## src/rtl/clkseq_pkg.sv

```systemverilog
package clkseq_pkg;

  typedef enum logic [2:0] {
    ST_IDLE,
    ST_REQ,
    ST_RESP,
    ST_DELAY,
    ST_READY,
    ST_ERR
  } seq_state_e;

  // Cycles for a wait given in microseconds, never below one.
  function automatic longint unsigned wait_cycles(input longint unsigned hz,
                                                  input longint unsigned us);
    longint unsigned c;
    c = (hz / 64'd1_000_000) * us;
    if (c == 64'd0) c = 64'd1;
    return c;
  endfunction

endpackage

```

## src/rtl/clkseq_wait_timer.sv

```systemverilog
module clkseq_wait_timer #(
  parameter int CNT_W = 16
) (
  input  logic             clk,
  input  logic             rst,
  input  logic             load,
  input  logic [CNT_W-1:0] load_val,
  output logic             expire,
  output logic             running
);

  logic [CNT_W-1:0] cnt;

  assign running = (cnt != '0);
  assign expire  = (cnt == CNT_W'(1));

  always_ff @(posedge clk) begin
    if (rst)             cnt <= '0;
    else if (load)       cnt <= load_val;
    else if (cnt != '0)  cnt <= cnt - CNT_W'(1);
  end

  // A wait ends once and does not re-arm by itself
  assert_expire_single_R12: assert property (@(posedge clk) disable iff (rst)
    expire && !load |=> !expire && !running);

  // A loaded nonzero wait is counting in the next cycle
  assert_load_runs_R12: assert property (@(posedge clk) disable iff (rst)
    load && (load_val != '0) |=> running);

endmodule

```

## src/rtl/clkseq_bus_write.sv

```systemverilog
module clkseq_bus_write #(
  parameter int ADDR_W = 8,
  parameter int DATA_W = 8
) (
  input  logic              clk,
  input  logic              rst,
  input  logic              go,
  input  logic [ADDR_W-1:0] go_addr,
  input  logic [DATA_W-1:0] go_data,
  output logic              wr_valid,
  input  logic              wr_ready,
  output logic [ADDR_W-1:0] wr_addr,
  output logic [DATA_W-1:0] wr_data,
  input  logic              wr_done,
  input  logic              wr_err,
  output logic              resp_ok,
  output logic              resp_err
);

  logic pending;

  assign resp_err = pending & wr_err;
  assign resp_ok  = pending & wr_done & ~wr_err;

  always_ff @(posedge clk) begin
    if (rst) begin
      wr_valid <= 1'b0;
      pending  <= 1'b0;
      wr_addr  <= '0;
      wr_data  <= '0;
    end else if (go) begin
      wr_valid <= 1'b1;
      wr_addr  <= go_addr;
      wr_data  <= go_data;
    end else if (wr_valid && wr_ready) begin
      wr_valid <= 1'b0;
      pending  <= 1'b1;
    end else if (pending && (wr_done || wr_err)) begin
      pending  <= 1'b0;
    end
  end

  // Stalled request is held unchanged
  assert_hold_stall_R4: assert property (@(posedge clk) disable iff (rst)
    wr_valid && !wr_ready |=> wr_valid && $stable(wr_addr) && $stable(wr_data));

  // Accepted request drops valid
  assert_drop_after_accept_R4: assert property (@(posedge clk) disable iff (rst)
    wr_valid && wr_ready |=> !wr_valid);

  // A new request only when nothing is outstanding
  assert_single_outstanding_R4: assert property (@(posedge clk) disable iff (rst)
    go |-> !wr_valid && !pending);

endmodule

```

## src/rtl/clk_bringup_seq.sv

```systemverilog
module clk_bringup_seq
  import clkseq_pkg::*;
#(
  parameter longint unsigned CLK_HZ     = 100_000_000,
  parameter longint unsigned SETTLE_US  = 20_000,
  parameter longint unsigned LOCK_US    = 40_000,
  parameter int              ADDR_W     = 8,
  parameter int              DATA_W     = 8,
  parameter logic [ADDR_W-1:0] PWR_REG    = 8'h01,
  parameter logic [ADDR_W-1:0] CLKOUT_REG = 8'h04,
  parameter logic [DATA_W-1:0] OSC_ON     = 8'h40,
  parameter logic [DATA_W-1:0] PLL_ON     = 8'h60,
  parameter logic [DATA_W-1:0] CLKOUT_CFG = 8'h6A,
  parameter int              PLL_BIT    = 5
) (
  input  logic              clk,
  input  logic              rst,
  input  logic              start,
  output logic              wr_valid,
  input  logic              wr_ready,
  output logic [ADDR_W-1:0] wr_addr,
  output logic [DATA_W-1:0] wr_data,
  input  logic              wr_done,
  input  logic              wr_err,
  output logic              busy,
  output logic              done,
  output logic              error,
  output logic              clocks_ready
);

  localparam longint unsigned SETTLE_CYC = wait_cycles(CLK_HZ, SETTLE_US);
  localparam longint unsigned LOCK_CYC   = wait_cycles(CLK_HZ, LOCK_US);
  localparam longint unsigned MAX_CYC    = (SETTLE_CYC > LOCK_CYC) ? SETTLE_CYC : LOCK_CYC;
  localparam int              CNT_W      = $clog2(MAX_CYC + 64'd1);
  localparam int              STEP_W     = 2;
  localparam logic [STEP_W-1:0] LAST_STEP = 2'd2;

  seq_state_e        state;
  logic [STEP_W-1:0] step;
  logic              start_ok;
  logic              go;
  logic [ADDR_W-1:0] step_addr;
  logic [DATA_W-1:0] step_data;
  logic              resp_ok, resp_err;
  logic              tmr_load, tmr_expire, tmr_running;
  logic [CNT_W-1:0]  tmr_val;
  logic              xtal_settled;

  assign start_ok = start && (state == ST_IDLE || state == ST_READY || state == ST_ERR);
  assign go       = (state == ST_REQ);
  assign tmr_load = (state == ST_RESP) && resp_ok && (step != LAST_STEP);
  assign tmr_val  = (step == 2'd0) ? CNT_W'(SETTLE_CYC) : CNT_W'(LOCK_CYC);

  // Ordered write table: oscillator, then PLL, then clock output
  always_comb begin
    case (step)
      2'd0:    begin step_addr = PWR_REG;    step_data = OSC_ON;     end
      2'd1:    begin step_addr = PWR_REG;    step_data = PLL_ON;     end
      default: begin step_addr = CLKOUT_REG; step_data = CLKOUT_CFG; end
    endcase
  end

  always_ff @(posedge clk) begin
    if (rst) begin
      state <= ST_IDLE;
      step  <= '0;
      done  <= 1'b0;
    end else begin
      done <= 1'b0;
      case (state)
        ST_IDLE, ST_READY, ST_ERR: begin
          if (start_ok) begin
            state <= ST_REQ;
            step  <= '0;
          end
        end
        ST_REQ:   state <= ST_RESP;
        ST_RESP: begin
          if (resp_err) begin
            state <= ST_ERR;
          end else if (resp_ok) begin
            if (step == LAST_STEP) begin
              state <= ST_READY;
              done  <= 1'b1;
            end else begin
              state <= ST_DELAY;
            end
          end
        end
        ST_DELAY: begin
          if (tmr_expire) begin
            state <= ST_REQ;
            step  <= step + 2'd1;
          end
        end
        default:  state <= ST_IDLE;
      endcase
    end
  end

  always_ff @(posedge clk) begin
    if (rst || start_ok)                                    xtal_settled <= 1'b0;
    else if (state == ST_DELAY && tmr_expire && step == 2'd0) xtal_settled <= 1'b1;
  end

  assign busy         = (state == ST_REQ) || (state == ST_RESP) || (state == ST_DELAY);
  assign error        = (state == ST_ERR);
  assign clocks_ready = (state == ST_READY);

  clkseq_wait_timer #(.CNT_W(CNT_W)) u_timer (
    .clk      (clk),
    .rst      (rst),
    .load     (tmr_load),
    .load_val (tmr_val),
    .expire   (tmr_expire),
    .running  (tmr_running)
  );

  clkseq_bus_write #(.ADDR_W(ADDR_W), .DATA_W(DATA_W)) u_wr (
    .clk      (clk),
    .rst      (rst),
    .go       (go),
    .go_addr  (step_addr),
    .go_data  (step_data),
    .wr_valid (wr_valid),
    .wr_ready (wr_ready),
    .wr_addr  (wr_addr),
    .wr_data  (wr_data),
    .wr_done  (wr_done),
    .wr_err   (wr_err),
    .resp_ok  (resp_ok),
    .resp_err (resp_err)
  );

  // PLL power never requested before the oscillator has settled
  assert_pll_after_settle_R6: assert property (@(posedge clk) disable iff (rst)
    wr_valid && (wr_addr == PWR_REG) && wr_data[PLL_BIT] |-> xtal_settled);

  // No request leaves while a wait is counting
  assert_quiet_during_wait_R5: assert property (@(posedge clk) disable iff (rst)
    tmr_running |-> !wr_valid);

  // Ready state excludes busy and error
  assert_ready_exclusive_R8: assert property (@(posedge clk) disable iff (rst)
    clocks_ready |-> !busy && !error);

  // Completion flag is a single-cycle pulse
  assert_done_pulse_R8: assert property (@(posedge clk) disable iff (rst)
    done |=> !done && clocks_ready);

  // Failed state persists without a start and requests nothing
  assert_error_sticky_R9: assert property (@(posedge clk) disable iff (rst)
    error && !start |=> error && !wr_valid);

  // Start during a wait leaves the wait undisturbed
  assert_start_ignored_R10: assert property (@(posedge clk) disable iff (rst)
    state == ST_DELAY && start && !tmr_expire |=> state == ST_DELAY);

endmodule

```

## config.mk

```make
export PLATFORM = sky130hd
export DESIGN_NAME = clk_bringup_seq
export DESIGN_NICKNAME = d
export VERILOG_FILES = /design/src/rtl/clkseq_pkg.sv /design/src/rtl/clkseq_wait_timer.sv /design/src/rtl/clkseq_bus_write.sv /design/src/rtl/clk_bringup_seq.sv
export SDC_FILE = /design/constraint.sdc
export NUM_CORES = 1
export LEC_CHECK = 0
export ABC_AREA = 1
export CORE_ASPECT_RATIO = 1.2
export CORE_MARGIN = 3
export CORE_UTILIZATION = 63
export CTS_CLUSTER_DIAMETER = 30
export DETAILED_ROUTE_END_ITERATION = 8
export DONT_BUFFER_PORTS = 1
export PLACE_DENSITY = 0.79
export SYNTH_ARGS = -nofsm -noshare
export SYNTH_HDL_FRONTEND = slang
export SYNTH_SLANG_ARGS = --single-unit
export TNS_END_PERCENT = 30
```

## constraint.sdc

```tcl
create_clock -name clk -period 2.1 [get_ports clk]
set_clock_uncertainty 0.05 [all_clocks]
set_input_delay 0.42 -clock clk [delete_from_list [all_inputs] [get_ports clk]]
set_output_delay 0.42 -clock clk [all_outputs]
set_load 0.02 [all_outputs]
```

**After elaboration in Yosys (flattened, before gate mapping)**

Index checks and enable logic that the tools add are counted.

- Bitwise logic cells: 7
- Eq/ne operators: 12
- $add $sub $neg: 2
- Mux-type cells: 19
- Reduce and logical (&&, ||, !) cells: 23

Operator list:

| operator | number |
|---|---|
| two-way mux 22 bit | 3 |
| equality test 22 x 1 -> 1 bit, second input constant | 1 |
| nonzero test 22 bit | 1 |
| subtractor 22 x 1 -> 22 bit, second input constant | 1 |
| two-way mux 3 bit | 6 |
| one-hot mux 3 bit (4 select lines) | 1 |
| one-hot mux 6 bit (2 select lines) | 1 |
| nonzero test 2 bit | 4 |
| equality test 3 x 2 -> 1 bit, second input constant | 2 |
| equality test 3 bit, second input constant | 2 |
| inequality test 2 bit, second input constant | 3 |
| AND reduction 3 bit | 2 |
| logical AND 1 bit | 5 |
| logical OR 1 bit | 5 |
| two-way mux 1 bit | 5 |
| two-way mux 2 bit | 2 |
| inverter 1 bit | 4 |
| one-hot mux 2 bit (2 select lines) | 1 |
| OR reduction 4 bit | 1 |
| AND 1 bit | 3 |
| equality test 3 x 1 -> 1 bit, second input constant | 1 |
| logical NOT 3 bit | 1 |
| inequality test 3 bit, second input constant | 1 |
| OR reduction 3 bit | 1 |
| other kinds (6) | 6 |

- Input port bits: 6
- Word-level logic and storage cells: 71
- Output and inout port bits: 21
- Bits in registers: 46

**Logic depth before layout (Yosys ltp)**

- Depth in word-level cells: 6
- Depth in mapped cells: 10
- Mapped depth without buffers: 10

**Modules after synthesis**

Synthesis repeated with hierarchy kept, for this count alone.

- Cells, all modules: 417
- Area, all modules: 2,698.8 um2

Modules (own cells, without submodules):

| module | sequential area each (um2) | instances | cells an instance | area each (um2) |
|---|---|---|---|---|
| clkseq_wait_timer | 440.4 | 1 | 254 | 1,521.5 |
| clkseq_bus_write | 360.3 | 1 | 87 | 694.4 |
| clk_bringup_seq | 120.1 | 1 | 76 | 483.0 |

**Worst setup path before layout**

Ideal clock, no wire load.

- Kind: register to register
- Start: reg u_timer.cnt[0]
- End: reg u_timer.cnt[17]
- Setup time: 0.114 ns
- Clock period less this slack: 1.563 ns
- Path slack: 0.537 ns
- Buffers on the path: 1
- Arrival: 1.398 ns
- Data required time: 1.936 ns
- Cell stages (with the launch flop): 10
- Cells stage by stage: dfxtp_1 clkinv_1 ha_1 nand2_4 nor2_8 nand3_4 buf_6 nand2_1 o21ai_1 nand2_1

- Cells in the longest elaborated chain, start to end: 3
- Elaborated cells on any way between the ends: 5
- Classes of those cells: add/sub (1); mux (2); reduce/logical (2)

Ends and longest elaborated chain:

| what | line | text |
|---|---|---|
| start, declared | clkseq_wait_timer.sv:12 | `logic [CNT_W-1:0] cnt;` |
| start signal, assigned | clkseq_wait_timer.sv:19 | `else if (load) cnt <= load_val;` |
| start signal, assigned | clkseq_wait_timer.sv:20 | `else if (cnt != '0) cnt <= cnt - CNT_W'(1);` |
| subtractor 22 x 1 -> 22 bit | clkseq_wait_timer.sv:20 |  |
| two-way mux 22 bit | clkseq_wait_timer.sv:20 |  |
| two-way mux 22 bit | clkseq_wait_timer.sv:19 |  |

Parallel ways exist; a longest one is shown, timed or not. The select of a mux whose other input is x is not followed.
A chain may end at the register's enable or synchronous reset.

**Final worst setup path**

- Start: reg u_timer.cnt[0]
- End: reg u_timer.cnt[21]

Same word-level chain as after synthesis.

==> out/results.tsv <==
stage	metric	value	unit
sta	max_freq	543	MHz
global_route	grt_pass1_vias	1657	
global_route	grt_overflow_total	0	
setup_path	cp-start-kind	flip-flop	
clock_network	cts.sinks	34	
drt	routed_wl	4290	um
setup_path	end_kind	flip-flop	
cells_and_area	layout_common_cells	nand2_1, nor2_1, dfxtp_1	
drt	drtIter0Drc	59	
logic_synthesis	yosys.area_share.simple	38.7	%
floorplanning	num_rows	22	
cells_and_area	fin_nets	321	
logic_synthesis	synth_cell_type_count	34	
drt	ant_nets	0	
logic_synthesis	muxShareOfSynthArea	0	%
logic_synthesis	yosys.area.top_type	dfxtp_1	
cells_and_area	layout-drive-gt1-share	11.0	%
logic_synthesis	yosysWarnings	0	
logic_synthesis	synth_top_cells_by_area	dfxtp_1, nand2_1, nor2_1	
sta	report.final.slew_viol_count	0	
logic_synthesis	synthAdderAreaFrac	3.62	%
pwr	pwr_density_cell	1850	mW/mm^2
sta	relSlewSlack	60.3	%
clock_network	clkTransAtPathRegs	0.12	ns
clock_network	ctsResizeCount	0	
setup_path	arrival	2.04	ns
sta	period_needed	1.84	ns
global_route	met1_usage	25.7	%
floorplanning	die-area	0.00402	sq mm
cells_and_area	antenna_cells	0	
sta	rsz0062_at_grt	no	
logic_synthesis	synth.avg_cell_area	6.76	sq um
clock_network	root_buffer	clkbuf_4	
sta	setup_viol	0	
drt	drc	0	
global_route	grt_pass1_wl	7070	um
setup_path	path_max_fanout	12	
logic_synthesis	yosysTopAreaCellShare	32.8	%
floorplanning	core-area	0.00311	sq mm
placed_design	hpwl	3320	um
clock_network	clockBufferDepth	2	
drt	wl_per_cell	12.4	um
logic_synthesis	syn_inst	307	
clock_network	numCtsBuffers	5	
sta	setup_tns	0	ns
logic_synthesis	yosysSeqAreaShare	32.8	%
cells_and_area	area_growth_syn_to_layout	4.34	%
setup_path	worstPathRequired	2.30	ns
logic_synthesis	synth_area	0.00207	sq mm
logic_synthesis	synth-seq-cells	34	
global_route	grt.busiest_layer	met2	
cells_and_area	final_cells	346	
global_route	grt.total_usage	23.5	%
drt	vias	1810	
pwr	p_leak	0.00107	uW
clock_network	cts_max_level	2	
sta	post-route-period-util	87.7	%
global_route	use_met3	5.59	%
global_route	use_met2	41.2	%
drt	first_pass_iters	4	
logic_synthesis	synthXorXnorAreaFrac	1.69	%
job	cap_violations	0	
global_route	antenna_found_initial	0	
pwr	irDropWorstVdd	1250	uV
sta	hold_ws	0.0824	ns
logic_synthesis	synth_top_family_by_area	simple AND/OR/NAND/NOR gates	
clock_network	post_cts_buffers	0	
floorplanning	die_x	58.4	um
cells_and_area	final_common_cell	nand2_1	
floorplanning	die_h	68.9	um
drt	via_per_inst	5.23	
clock_network	ctsHoldBuffers	0	
hold_path	hp-class	in2reg	
clock_network	insertion_delay	0.35	ns
placed_design	dp_cells	338	
placed_design	gp_congestion	0.891	
sta	hold_viol_final	0	
setup_path	setup.worst_path.class	reg2reg	
sta	tightest_slew	0.594	ns
floorplanning	io_pins	27	
floorplanning	start_util	66.7	%
placed_design	portBuffers	0	
clock_network	cts_tree	yes	
global_route	grt_max_degree	19	
status	status	completed	
logic_synthesis	synth_compound_area_share	11.0	%
flip-flops by register name (all words and copies together) (netlist names):
name / cells
u_wr.wr_valid: 1
u_wr.pending: 1
u_wr.wr_data: 3
u_timer.cnt: 22
step: 2
u_wr.wr_addr: 1
done: 1
state: 3
stage by stage:
step | cell area, sq um | setup WS, ns | utilization, % | total power [uW]
after floorplan | 2110 | 0.537 | - | 3000
after global placement | 2060 | 0.332 | 66.2 | 3370
after detailed placement | 2060 | 0.289 | 66.2 | 3390
after CTS | 2160 | 0.267 | 69.6 | 4010
after global routing | 2160 | 0.111 | 69.6 | 4390
final | 2160 | 0.258 | 69.6 | 4010
cells in the mapped netlist, drive strengths merged:
cell type / number
o21a: 2
dfxtp: 34
o31ai: 1
a21oi: 18
buf: 14
a21o: 4
nand3b: 2
xor2: 3
clkbuf: 3
nor4: 1
or2: 1
nor2: 62
conb: 1
xnor2: 1
nand3: 28
nor3: 9
ha: 6
nand4: 3
clkinv: 1
inv: 34
a31oi: 1
nand2: 62
o21ai: 16
layout make-up:
class	count	area, sq um
multi-input combinational	230	1180
fill	284	946
sequential	34	681
inverter	35	131
clock inverter	3	68.8
tap	36	45.0
clock buffer	5	37.5
timing repair buffer	3	22.5
critical path, cell delays in order (launching register included):
cell and delay (ns):
dfxtp_1 0.33, clkinv_1 0.13, ha_1 0.30, nand2_4 0.11, nor2_8 0.18, nand3_4 0.19
nor2_4 0.23, nor2_1 0.09, o21ai_1 0.10, inv_2 0.03
worst paths after layout:
check / start / endpoint / slack [ns] / depth (start not counted)
setup / recovery: u_timer.cnt[0]$_SDFFE_PP0P_ / u_timer.cnt[21]$_SDFFE_PP0P_ / 0.26 / 9
hold / removal: rst / step[1]$_SDFFE_PP0P_ / 0.08 / 1
setup reg to reg: u_timer.cnt[0]$_SDFFE_PP0P_ / u_timer.cnt[21]$_SDFFE_PP0P_ / 0.26 / 9
hold reg to reg: step[1]$_SDFFE_PP0P_ / step[1]$_SDFFE_PP0P_ / 0.44 / 2
cell families after synthesis:
group | Yosys count
simple gates | 168
buf+inv | 52
compound gates | 42
flops | 34
fa+ha+maj | 6
xor+xnor | 4
other cells | 1
where the power goes:
part | internal (uW) | total (uW) | switching (uW)
logic | 781 | 2250 | 1470
clock network | 372 | 609 | 237
registers | 881 | 1150 | 268
total | 2030 | 4010 | 1970
layer usage:
layer  share of wire [%]  wire [um]
met1                  42       1800
met2                  50       2150
met3                 4.2        182
met4                 3.6        153
met5                   0          0
(Power assumes the default switching activity.)
